## src/rtl/dual_down_timer.sv

```systemverilog
module dual_down_timer #(
  parameter int DW = 8,
  parameter int AW = 3
) (
  input  logic          clk,
  input  logic          rst_n,
  input  logic          wr_en,
  input  logic [AW-1:0] addr,
  input  logic [DW-1:0] wr_data,
  output logic [DW-1:0] rd_data,
  input  logic          cnt_in,
  output logic [1:0]    uf_flag,
  output logic [1:0]    pb_out,
  output logic [1:0]    pb_oe
);
  localparam int CW = 2 * DW;
  localparam logic [DW-1:0] MASK_A = DW'(8'h2F);
  localparam logic [DW-1:0] MASK_B = DW'(8'h6F);

  logic [2:0]    cnt_sync;
  logic          cnt_rise, cnt_high;
  logic [CW-1:0] cnt_a, cnt_b, lat_a, lat_b, lat_a_nx, lat_b_nx;
  logic [DW-1:0] cr_a, cr_b;
  logic          evt_a, evt_b, tick_a, tick_b;
  logic          pls_a, pls_b, tog_a, tog_b;
  logic          w_alo, w_ahi, w_acr, w_blo, w_bhi, w_bcr;

  always_ff @(posedge clk) begin
    if (!rst_n) cnt_sync <= '0;
    else        cnt_sync <= {cnt_sync[1:0], cnt_in};
  end
  assign cnt_rise = cnt_sync[1] & ~cnt_sync[2];
  assign cnt_high = cnt_sync[1];

  assign w_alo = wr_en && addr == AW'(0);
  assign w_ahi = wr_en && addr == AW'(1);
  assign w_blo = wr_en && addr == AW'(2);
  assign w_bhi = wr_en && addr == AW'(3);
  assign w_acr = wr_en && addr == AW'(4);
  assign w_bcr = wr_en && addr == AW'(5);

  assign evt_a = cr_a[5] ? cnt_rise : 1'b1;
  always_comb begin
    case (cr_b[6:5])
      2'b00:   evt_b = 1'b1;
      2'b01:   evt_b = cnt_rise;
      2'b10:   evt_b = tick_a;
      default: evt_b = tick_a & cnt_high;
    endcase
  end
  assign tick_a = cr_a[0] & evt_a & (cnt_a == '0);
  assign tick_b = cr_b[0] & evt_b & (cnt_b == '0);

  always_comb begin
    lat_a_nx = lat_a;
    if (w_alo) lat_a_nx[DW-1:0]  = wr_data;
    if (w_ahi) lat_a_nx[CW-1:DW] = wr_data;
    lat_b_nx = lat_b;
    if (w_blo) lat_b_nx[DW-1:0]  = wr_data;
    if (w_bhi) lat_b_nx[CW-1:DW] = wr_data;
  end

  always_ff @(posedge clk) begin
    if (!rst_n) begin
      lat_a <= '1; cnt_a <= '1; cr_a <= '0;
      pls_a <= 1'b0; tog_a <= 1'b0; uf_flag[0] <= 1'b0;
    end else begin
      lat_a      <= lat_a_nx;
      uf_flag[0] <= tick_a;
      pls_a      <= tick_a;
      if (tick_a) tog_a <= ~tog_a;
      if (tick_a && cr_a[3]) cr_a[0] <= 1'b0;
      if (w_acr) begin
        cr_a <= wr_data & MASK_A;
        if (wr_data[0]) tog_a <= 1'b1;
      end
      if (w_acr && wr_data[4])     cnt_a <= lat_a;
      else if (w_ahi && !cr_a[0])  cnt_a <= lat_a_nx;
      else if (tick_a)             cnt_a <= lat_a;
      else if (cr_a[0] && evt_a)   cnt_a <= cnt_a - 1'b1;
    end
  end

  always_ff @(posedge clk) begin
    if (!rst_n) begin
      lat_b <= '1; cnt_b <= '1; cr_b <= '0;
      pls_b <= 1'b0; tog_b <= 1'b0; uf_flag[1] <= 1'b0;
    end else begin
      lat_b      <= lat_b_nx;
      uf_flag[1] <= tick_b;
      pls_b      <= tick_b;
      if (tick_b) tog_b <= ~tog_b;
      if (tick_b && cr_b[3]) cr_b[0] <= 1'b0;
      if (w_bcr) begin
        cr_b <= wr_data & MASK_B;
        if (wr_data[0]) tog_b <= 1'b1;
      end
      if (w_bcr && wr_data[4])     cnt_b <= lat_b;
      else if (w_bhi && !cr_b[0])  cnt_b <= lat_b_nx;
      else if (tick_b)             cnt_b <= lat_b;
      else if (cr_b[0] && evt_b)   cnt_b <= cnt_b - 1'b1;
    end
  end

  assign pb_oe  = {cr_b[1], cr_a[1]};
  assign pb_out = {cr_b[1] & (cr_b[2] ? tog_b : pls_b),
                   cr_a[1] & (cr_a[2] ? tog_a : pls_a)};

  always_comb begin
    case (addr)
      AW'(0):  rd_data = cnt_a[DW-1:0];
      AW'(1):  rd_data = cnt_a[CW-1:DW];
      AW'(2):  rd_data = cnt_b[DW-1:0];
      AW'(3):  rd_data = cnt_b[CW-1:DW];
      AW'(4):  rd_data = cr_a;
      AW'(5):  rd_data = cr_b;
      default: rd_data = '0;
    endcase
  end
endmodule

```

## config.mk

```make
export PLATFORM = sky130hd
export DESIGN_NAME = dual_down_timer
export DESIGN_NICKNAME = d
export VERILOG_FILES = /design/src/rtl/dual_down_timer.sv
export SDC_FILE = /design/constraint.sdc
export NUM_CORES = 1
export LEC_CHECK = 0
export ABC_AREA = 0
export BUFFER_PORTS_ARGS = -buffer_cell sky130_fd_sc_hd__buf_2
export CAP_MARGIN = 0
export CORE_UTILIZATION = 50
export CTS_BUF_LIST = sky130_fd_sc_hd__clkbuf_4 sky130_fd_sc_hd__clkbuf_8
export CTS_CLUSTER_DIAMETER = 50
export DETAILED_ROUTE_END_ITERATION = 8
export HOLD_SLACK_MARGIN = 0.15
export PLACE_DENSITY = 0.75
export SYNTH_ARGS = -nofsm -noshare
export SYNTH_HDL_FRONTEND = slang
export SYNTH_SLANG_ARGS = --single-unit
```

## constraint.sdc

```tcl
create_clock -name clk -period 6.35 [get_ports clk]
set_input_delay 0.3175 -clock clk [delete_from_list [all_inputs] [get_ports clk]]
set_output_delay 0.3175 -clock clk [all_outputs]
set_load 0.01 [all_outputs]
```

# --- Word-level counts from Yosys, hierarchy flattened ---
# Cells that the tools add are included.
word_totals:
  regBits: 82
op_classes:
  addsub: 2
  bitwise_logic: 11
  mux: 27
  n_reduce_logical: 24
  eq_ne: 7
op_table:
  columns: ["operator", "n"]
  rows:
  - ["$mux 16", 8]
  - ["$pmux 8 s6", 1]
  - ["$logic_not 16->1", 2]
  - ["$mux 8", 4]
  - ["$sub 16x1->16 const B", 2]
  - ["$logic_and 1x1->1", 14]
  - ["$mux 1", 13]
  - ["$and 1x1->1", 8]
  - ["$reduce_bool 4->1", 2]
  - ["$eq 3x2->1 const B", 2]
  - ["$eq 3x3->1 const B", 2]
  - ["$reduce_bool 2->1", 2]
  - ["$eq 3x1->1 const B", 1]
  - ["$logic_not 3->1", 1]
  - ["$not 1->1", 3]
  - ["$pmux 1 s3", 1]
  - ["$eq 2x1->1 const B", 1]
  - ["$eq 2x2->1 const B", 1]
  - ["$logic_not 1->1", 2]
  - ["$logic_not 2->1", 1]

# --- Depth between registers and ports, before layout ---
# Gate-level depths: netlist of the first run.
depth:
  ltp_word: 12
  depth_mapped: 11
  ltp_nobuf: 8

# --- Worst setup path after synthesis of the first run ---
# No wires, ideal clock.
synth_path:
  path_kind: "register to register"
  startpoint: "reg cnt_a[0]"
  endpoint: "reg cnt_b[11]"
  t_arrival_ns: 2.155
  required_ns: 6.228
  path_buffers: 1
  path_stages_with_launch: 10
  setup_slack_ns: 4.073
  path_cell_list: "dfxtp_1 > inv_1 > ha_1 > nor4bb_1 > o2111ai_1 > o21ai_1 > a21oi_1 > buf_2 > o22a_1 > a221o_1"
synth_via:
  elab_chain_cells: 9
  elab_cells_between_ends: 11
  classes_between: "mux: 4; bitwise: 4; reduce/logical: 3"
synth_rtl:
  columns: ["element", "line_no", "text"]
  rows:
  - ["from (decl)", "22", "logic [CW-1:0] cnt_a, cnt_b, lat_a, lat_b, lat_a_nx, lat_b_nx;"]
  - ["from (signal assigned)", "77", "if (w_acr && wr_data[4]) cnt_a <= lat_a;"]
  - ["from (signal assigned)", "78", "else if (w_ahi && !cr_a[0]) cnt_a <= lat_a_nx;"]
  - ["from (signal assigned)", "79", "else if (tick_a) cnt_a <= lat_a;"]
  - ["$logic_not 16->1 *", "51", "assign tick_a = cr_a[0] & evt_a & (cnt_a == '0);"]
  - ["$and 1x1->1 *", "51", null]
  - ["$and 1x1->1", "48", "default: evt_b = tick_a & cnt_high;"]
  - ["$pmux 1 s3 *", "44", "case (cr_b[6:5])"]
  - ["$and 1x1->1 (2 in a row)", "52", "assign tick_b = cr_b[0] & evt_b & (cnt_b == '0);"]
  - ["$mux 16", "100", "else if (tick_b) cnt_b <= lat_b;"]
  - ["$mux 16", "99", "else if (w_bhi && !cr_b[0]) cnt_b <= lat_b_nx;"]
  - ["$mux 16", "98", "if (w_bcr && wr_data[4]) cnt_b <= lat_b;"]
  - ["to (signal assigned)", "98", null]
  - ["to (signal assigned)", "99", null]
  - ["to (signal assigned)", "100", null]
  - ["to (decl)", "22", null]
# Every way passes the cells marked *; elsewhere a longest branch is shown, timed or not.
# A chain may end at the register's enable or synchronous reset.

# --- Worst setup path in the final report of the first run ---
layout_path:
  startpoint: "reg cnt_a[10]"
  endpoint: "reg cnt_b[4]"
# Same word-level chain as after synthesis.

==> metrics.md, run 1 <==
| Metric | Value |
|---|---|
| Status | `completed` |
| Area contributors post-synth | `dfxtp_1, nand2_1, mux2i_1` |
| CTS sink count | `a little over 80` |
| Xor/xnor share of the synthesized area | `2.75%` |
| Reg-to-reg endpoint | `cnt_b[4]$_SDFFE_PN1P_` |
| Depth of the CTS H-tree | `3` |
| Clk root buf | `clkbuf_8` |
| Nets | `about 600` |
| RSZ-0062 raised after global routing | `no` |
| Internal Power | `around 0.75 mW` |
| Tightest Pin Transition | `~1 ns` |
| Leakage power | `1.89 nW` |
| Worst flop-to-flop path startpoint | `cnt_a[10]$_SDFFE_PN1P_` |
| Num ports | `29` |
| Total Power | `1.04 mW` |
| P_sw | `around 0.29 mW` |
| Largest net degree at the start of global routing | `60` |
| Syn_area_per_cell | `between 7 and 8 sq um` |
| Fin crit period | `approximately 3 ns` |
| Cts repair resizes | `0` |
| Async SR Flop Fraction | `0%` |
| Sequential group share of total power | `between 50 and 60%` |
| Post-Synthesis Cells | `about 600` |
| Chip height | `approximately 100 microns` |
| Vias in the first global route | `4193` |
| Drt initial violations | `424` |
| Post-synth top area share | `34.4%` |
| Sw Ratio | `roughly 28%` |
| Syn Nets | `slightly above 600` |
| First-pass GRT wire length | `around 23 mm` |
| Vias/cell | `6.34` |
| Startpoint Class | `register` |
| Reg2Reg Depth | `6` |
| Post-synth EDFFs | `0` |
| Die ar. | `9930 sq um` |
| Dpl hpwl | `~10 mm` |
| Clk network pwr share | `between 30% and 40%` |
| Post-synth top area cell | `dfxtp_1` |
| Detailed-route via count | `4595` |
| Synth top cells by count | `nand2_1, dfxtp_1, nor2_1` |
| Clk_skew | `between 0.01 and 0.015 ns` |
| WS Path Type | `register to register` |
| Post-synthesis sequential area ratio | `between 30% and 40%` |
| Fin crit share | `between 40% and 50%` |
| Total GRT Usage | `between 30% and 40%` |
| Max Clk Rate | `337 MHz` |
| Ant diodes | `0` |
| Gpl congestion | `around 1.0` |
| Max Buffers Root-to-Sink | `2` |
| Max-Slew Margin vs Limit | `about a third` |
| Final hold vios | `0` |
| Inserted Clock Buffers | `9` |
| Post-CTS Hold Fix Bufs | `0` |
| Yosys reg bits | `82` |
| CP max stage delay | `roughly 0.53 ns` |
| PwrDens | `between 200 and 250 nW/um^2` |
| CP Capture Type | `register` |
| WP data arrival | `around 3.2 ns` |
| Port buffer count | `28` |
| Most used DFF post-synth | `dfxtp_1` |
| Drt first pass iters | `5` |
| Final setup violation count | `0` |
| Critical Path Source | `cnt_a[10]$_SDFFE_PN1P_` |
| Clock slew at reported path FFs | `about 0.08 ns` |
| Detail Route Antenna Nets | `0` |
| HP Class | `input port to register` |
| Total Wirelength | `approximately 15 mm` |
| Grt ovf | `0` |
| Worst path cell trace | `nor4_2 -> o2111ai_1 -> o21ai_1 -> a21oi_1 -> or4_1 -> o311a_1` |
| Initial antenna violation count | `0` |
| VDD IR max | `around 0.11 mV` |
| CTS tree | `built` |
| CP Max Fanout | `12` |
| Post-synthesis mux area share | `under 10%` |
| Main combinational cell family by area after synthesis | `simple AND/OR/NAND/NOR gates` |
| Slew Limit Fails | `0` |
| Skew-Pair Late Insertion Delay | `about 0.36 ns` |
| Max_cap viols | `0` |
| Slowest CP cell | `nor4_2` |
| R2R Setup Slk | `roughly 3.4 ns` |
| Postcts setup bufs | `0` |
| Warnings, synthesis | `0` |
| Remaining DRCs | `0` |
| CP endpoint | `cnt_b[4]$_SDFFE_PN1P_` |
| Simple-Gate Fraction of Synth Area | `25.8%` |
| Most frequent cell after synthesis | `nand2_1` |
| Site Rows | `35` |
| Mapped Area | `roughly 4800 sq um` |
| Combinational share of power | `between 10% and 20%` |
| Avg WL per Cell | `roughly 20 microns` |
| Setup TNS | `0 ns` |
| Core ar. | `~9000 sq um` |
| Post-synthesis compound-gate area fraction | `20.9%` |
| Synth Area in Adders | `~1.0%` |
| Area Growth Syn to Fin | `6.09%` |
| Crit path required time | `6.60 ns` |
| Initial Utilization | `around half` |
| Unique masters post-synth | `71` |
| Layout cells sized above 1 | `between 10% and 20%` |
| Die X | `about 100 microns` |
==> how the worst min path moves through the flow <==
stage	end	startpoint	cells after the start
finish	cnt_sync[0]$_SDFF_PN0_	cnt_in	2
floorplan	cnt_a[4]$_SDFFE_PN1P_	rst_n	1
detailed placement	cnt_sync[1]$_SDFF_PN0_	cnt_sync[0]$_SDFF_PN0_	1
CTS	cnt_sync[0]$_SDFF_PN0_	cnt_in	2
global placement	cnt_sync[1]$_SDFF_PN0_	cnt_sync[0]$_SDFF_PN0_	1
global route	cnt_sync[0]$_SDFF_PN0_	cnt_in	2
==> area by class of cell <==
type | instances | area [sq um]
timing repair buffer | 32 | 170
tap | 129 | 161
multi-input combinational | 451 | 2840
sequential | 82 | 1640
inverter | 15 | 56.3
clock inverter | 4 | 25.0
fill | 913 | 4180
clock buffer | 12 | 165
==> critical path, delay by kind of cell (launching register included) <==
family / cells / cell delay, ns
compound gates: 4 / 1.38
flops: 1 / 0.44
simple gates: 2 / 1.05
==> registers in the layout, summed over array words and instances, names as in the netlist <==
name	count
cnt_a	16
cnt_b	16
lat_a	16
lat_b	16
cr_b	6
cr_a	5
cnt_sync	3
pls_a	1
pls_b	1
tog_a	1
tog_b	1
==> through the flow <==
stage	std cells	hold WS (ns)	instance area [sq um]	worst slack (ns)	utilization, %
after floorplan	599	0.391	4770	4.07	-
after global placement	709	0.415	4870	3.51	52.7
after detailed placement	709	0.430	4870	3.45	52.7
after CTS	725	0.163	5060	3.45	54.8
after global routing	725	0.171	5060	3.08	54.8
final	725	0.166	5060	3.38	54.8
==> power groups by stage <==
stage          sequential, mW  combinational (mW)  clock (mW)
2_1_floorplan           0.552              0.0913           0
3_3_place_gp            0.563               0.118           0
3_5_place_dp            0.563               0.120           0
4_1_cts                 0.551               0.120       0.372
5_1_grt                 0.553               0.135       0.399
6_report                0.552               0.123       0.366
==> logic make-up after synthesis <==
kind of cell             count (synthesis)
AO/OA/AOI/OAI                          150
AND/OR/NAND/NOR                        245
multiplexers                            37
adder cells (fa/ha/maj)                  4
XOR/XNOR                                15
flip-flops                              82
buffers and inverters                   66
==> layer usage <==
layer | track usage [%] | up-vias | share of wire, %
met3 | 5.83 | 26 | 8.4
met1 | 44.3 | 2186 | 46
li1 | - | 2164 | -
met2 | 46.2 | 219 | 44
met4 | 8.14 | 0 | 1.5
met5 | 0 | - | 0
==> placed cells by master (no fill, tap or decap), types with 6 or more instances in the layout <==
master,count
a22oi_1,6
nor2b_1,11
o211ai_1,11
nor3_1,11
o221ai_1,9
o21ai_0,30
dfxtp_1,82
xnor2_1,6
nand4_1,8
nor2_1,39
xor2_1,9
a21oi_1,33
nand3_1,31
a31oi_1,13
clkbuf_8,12
mux2i_1,29
inv_1,15
and2_1,10
nor4_1,7
buf_2,28
nand2_1,95
o22ai_1,6
Power figures use the tool's default switching activity.
==> inputs of run 2 (changes only) <==
ABC_AREA = 1   (was 0)
PLACE_DENSITY = 0.74   (was 0.75)
clock period = 3 ns   (was 6.35 ns; I/O delays follow)
==> metrics.md, run 2 <==
| Metric | Value |
|---|---|
| Max_cap viols | `0` |
| Fin crit share | `between 70% and 80%` |
| Crit path required time | `roughly 3.3 ns` |
| Vias/cell | `between 5 and 6` |
| Clk_skew | `around 0.010 ns` |
| Setup TNS | `0 ns` |
| Max Clk Rate | `~430 MHz` |
| VDD IR max | `approximately 0.25 mV` |
| Layout cells sized above 1 | `approximately 11%` |
| Most used DFF post-synth | `dfxtp_1` |
| Detail Route Antenna Nets | `0` |
| Post-synthesis sequential area ratio | `between 30% and 40%` |
| Final hold vios | `0` |
| Slowest CP cell | `dfxtp_1` |
| Drt initial violations | `757` |
| Vias in the first global route | `slightly above 5000` |
| Avg WL per Cell | `19.0 microns` |
| Port buffer count | `28` |
| Slew Limit Fails | `0` |
| Largest net degree at the start of global routing | `between 40 and 50` |
| Initial Utilization | `52.5%` |
| Depth of the CTS H-tree | `3` |
| Final setup violation count | `0` |
| RSZ-0062 raised after global routing | `no` |
| Post-Synthesis Cells | `roughly 810` |
| Fillcell total | `approximately 1000` |
| Syn Nets | `about 830` |
| Fin crit period | `2.32 ns` |
| Worst path cell trace | `nor2_1 -> nand2_1 -> nor2_1 -> nand3_2 -> a21boi_4 -> nor2_2 -> inv_2 -> o21ai_0 -> inv_1 -> nand2_1` |
| CTS sink count | `82` |
| Leakage power | `between 2 and 3 nW` |
| Commonest non-fill, non-tap cell in the layout | `nand2_1` |
| Nets | `836` |
| Max Buffers Root-to-Sink | `2` |
| HP Class | `input port to register` |
| Unique masters post-synth | `43` |
| Post-synth top area share | `31.4%` |
| Async SR Flop Fraction | `0%` |
| CP max stage delay | `0.36 ns` |
| Tightest Pin Transition | `approximately 0.8 ns` |
| WS Path Type | `register to register` |
| Most frequent cell after synthesis | `nand2_1` |
| Die ar. | `about 11000 sq um` |
| Detailed-route via count | `between 5000 and 6000` |
| Syn_area_per_cell | `roughly 6.5 sq um` |
| Drt first pass iters | `6` |
| Yosys reg bits | `82` |
| Ant diodes | `0` |
| Dpl hpwl | `13.4 mm` |
| Site Rows | `36` |
| Synth top cells by count | `nand2_1, inv_1, dfxtp_1` |
| Startpoint Class | `register` |
| Post-CTS Hold Fix Bufs | `2` |
| Inserted Clock Buffers | `9` |
| Clock slew at reported path FFs | `around 0.090 ns` |
| Max-Slew Margin vs Limit | `46.7%` |
| CTS tree | `built` |
| CP Max Fanout | `22` |
| Total Wirelength | `roughly 18 mm` |
| CP Capture Type | `register` |
| Warnings, synthesis | `0` |
| Total GRT Usage | `between 30% and 40%` |
| PwrDens | `around 420 nW/um^2` |
| Clk root buf | `clkbuf_8` |
| Postcts setup bufs | `0` |
| Num ports | `29` |
| Mapped Area | `about 5200 sq um` |
| First-pass GRT wire length | `about 29 mm` |
| Total Power | `2.31 mW` |
| Grt ovf | `0` |
| Area Growth Syn to Fin | `5.82%` |
| Most frequent cells in the layout | `nand2_1, inv_1, dfxtp_1` |
| WP data arrival | `2.59 ns` |
| Cts repair resizes | `0` |
| Gpl congestion | `roughly 1.0` |
| Post-synth EDFFs | `0` |
| Die X | `approximately 100 microns` |
| Core ar. | `between 9000 and 10000 sq um` |
| Area contributors post-synth | `dfxtp_1, nand2_1, inv_1` |
| Initial antenna violation count | `0` |
| Status | `completed` |
| Remaining DRCs | `0` |
| Skew-Pair Late Insertion Delay | `between 0.3 and 0.4 ns` |
| Post-synth top area cell | `dfxtp_1` |
| Chip height | `104 microns` |
run 2: cell count changes after synthesis, sizes merged, moves of 10 or more:
cell / previous run / this run
inv: 15 / 120
a31oi: 13 / 0
mux2i: 29 / 0
o21ai: 32 / 94
clkbuf: 34 / 15
and2: 11 / 0
nor4: 11 / 0
o211ai: 11 / 28
a21oi: 33 / 55
or2: 0 / 10
nor2b: 11 / 0
nand2: 95 / 200
nand3: 31 / 44
nor2: 39 / 73
run 2: final timing paths:
| path | start | end | slack [ns] | cells after the start |
|---|---|---|---|---|
| setup / recovery | cnt_a[12]$_SDFFE_PN1P_ | cnt_b[15]$_SDFFE_PN1P_ | 0.68 | 10 |
| hold / removal | wr_data[5] | cr_b[5]$_SDFFE_PN0P_ | 0.18 | 3 |
| setup reg to reg | cnt_a[12]$_SDFFE_PN1P_ | cnt_b[15]$_SDFFE_PN1P_ | 0.68 | 10 |
| hold reg to reg | cnt_sync[0]$_SDFF_PN0_ | cnt_sync[1]$_SDFF_PN0_ | 0.45 | 2 |
run 2: critical path: cells and delay by family, from the launching register on:
family                 cells  cell delay, ns
DFF                        1            0.36
buffers and inverters      2            0.43
AOI/OAI and AO/OA          2            0.43
and+or+nand+nor            6            0.99
run 2: kinds of logic (layout without fill, tap and decap cells):
family                     after synthesis  in the layout  synth area share [%]
AOI/OAI and AO/OA                      199            199                  22.2
and+or+nand+nor                        347            347                  29.4
buffers and inverters                  158            173                  13.3
DFF                                     82             82                  31.4
adders and majority gates                4              4                 0.958
xor gates and xnor gates                16             16                  2.68
run 2: area by class of cell:
type	count	area [sq um]	area share, %
Sequential cell	82	1640	29.7
Clock buffer	10	131	2.38
Tap cell	133	166	3.01
Multi-Input combinational cell	566	2890	52.2
Timing Repair Buffer	37	213	3.85
Inverter	121	455	8.24
Clock inverter	5	32.5	0.589
run 2: report_power, final:
| part | switching (mW) | leakage (nW) | total [mW] | internal (mW) |
|---|---|---|---|---|
| sequential | 0.0572 | 0.670 | 1.19 | 1.14 |
| combinational | 0.264 | 2.03 | 0.389 | 0.125 |
| clock | 0.422 | 0.0776 | 0.724 | 0.302 |
| total | 0.742 | 2.78 | 2.31 | 1.56 |
run 2: per-stage QoR:
step                util [%]  worst slack (ns)  hold slack (ns)  instances  cell area [sq um]
floorplan                  -              1.33            0.248        806               5220
global placement        53.7             0.728            0.337        937               5340
detailed placement      53.7             0.710            0.344        937               5340
CTS                     55.5             0.724            0.163        954               5530
global route            55.5             0.537            0.191        954               5530
finish                  55.5             0.680            0.183        954               5530
run 2: layer usage:
layer | share of wire [%] | track usage, %
met5 | 0 | 0
met4 | 3.0 | 12.2
met3 | 12 | 6.14
met2 | 40 | 47.7
met1 | 45 | 52.1
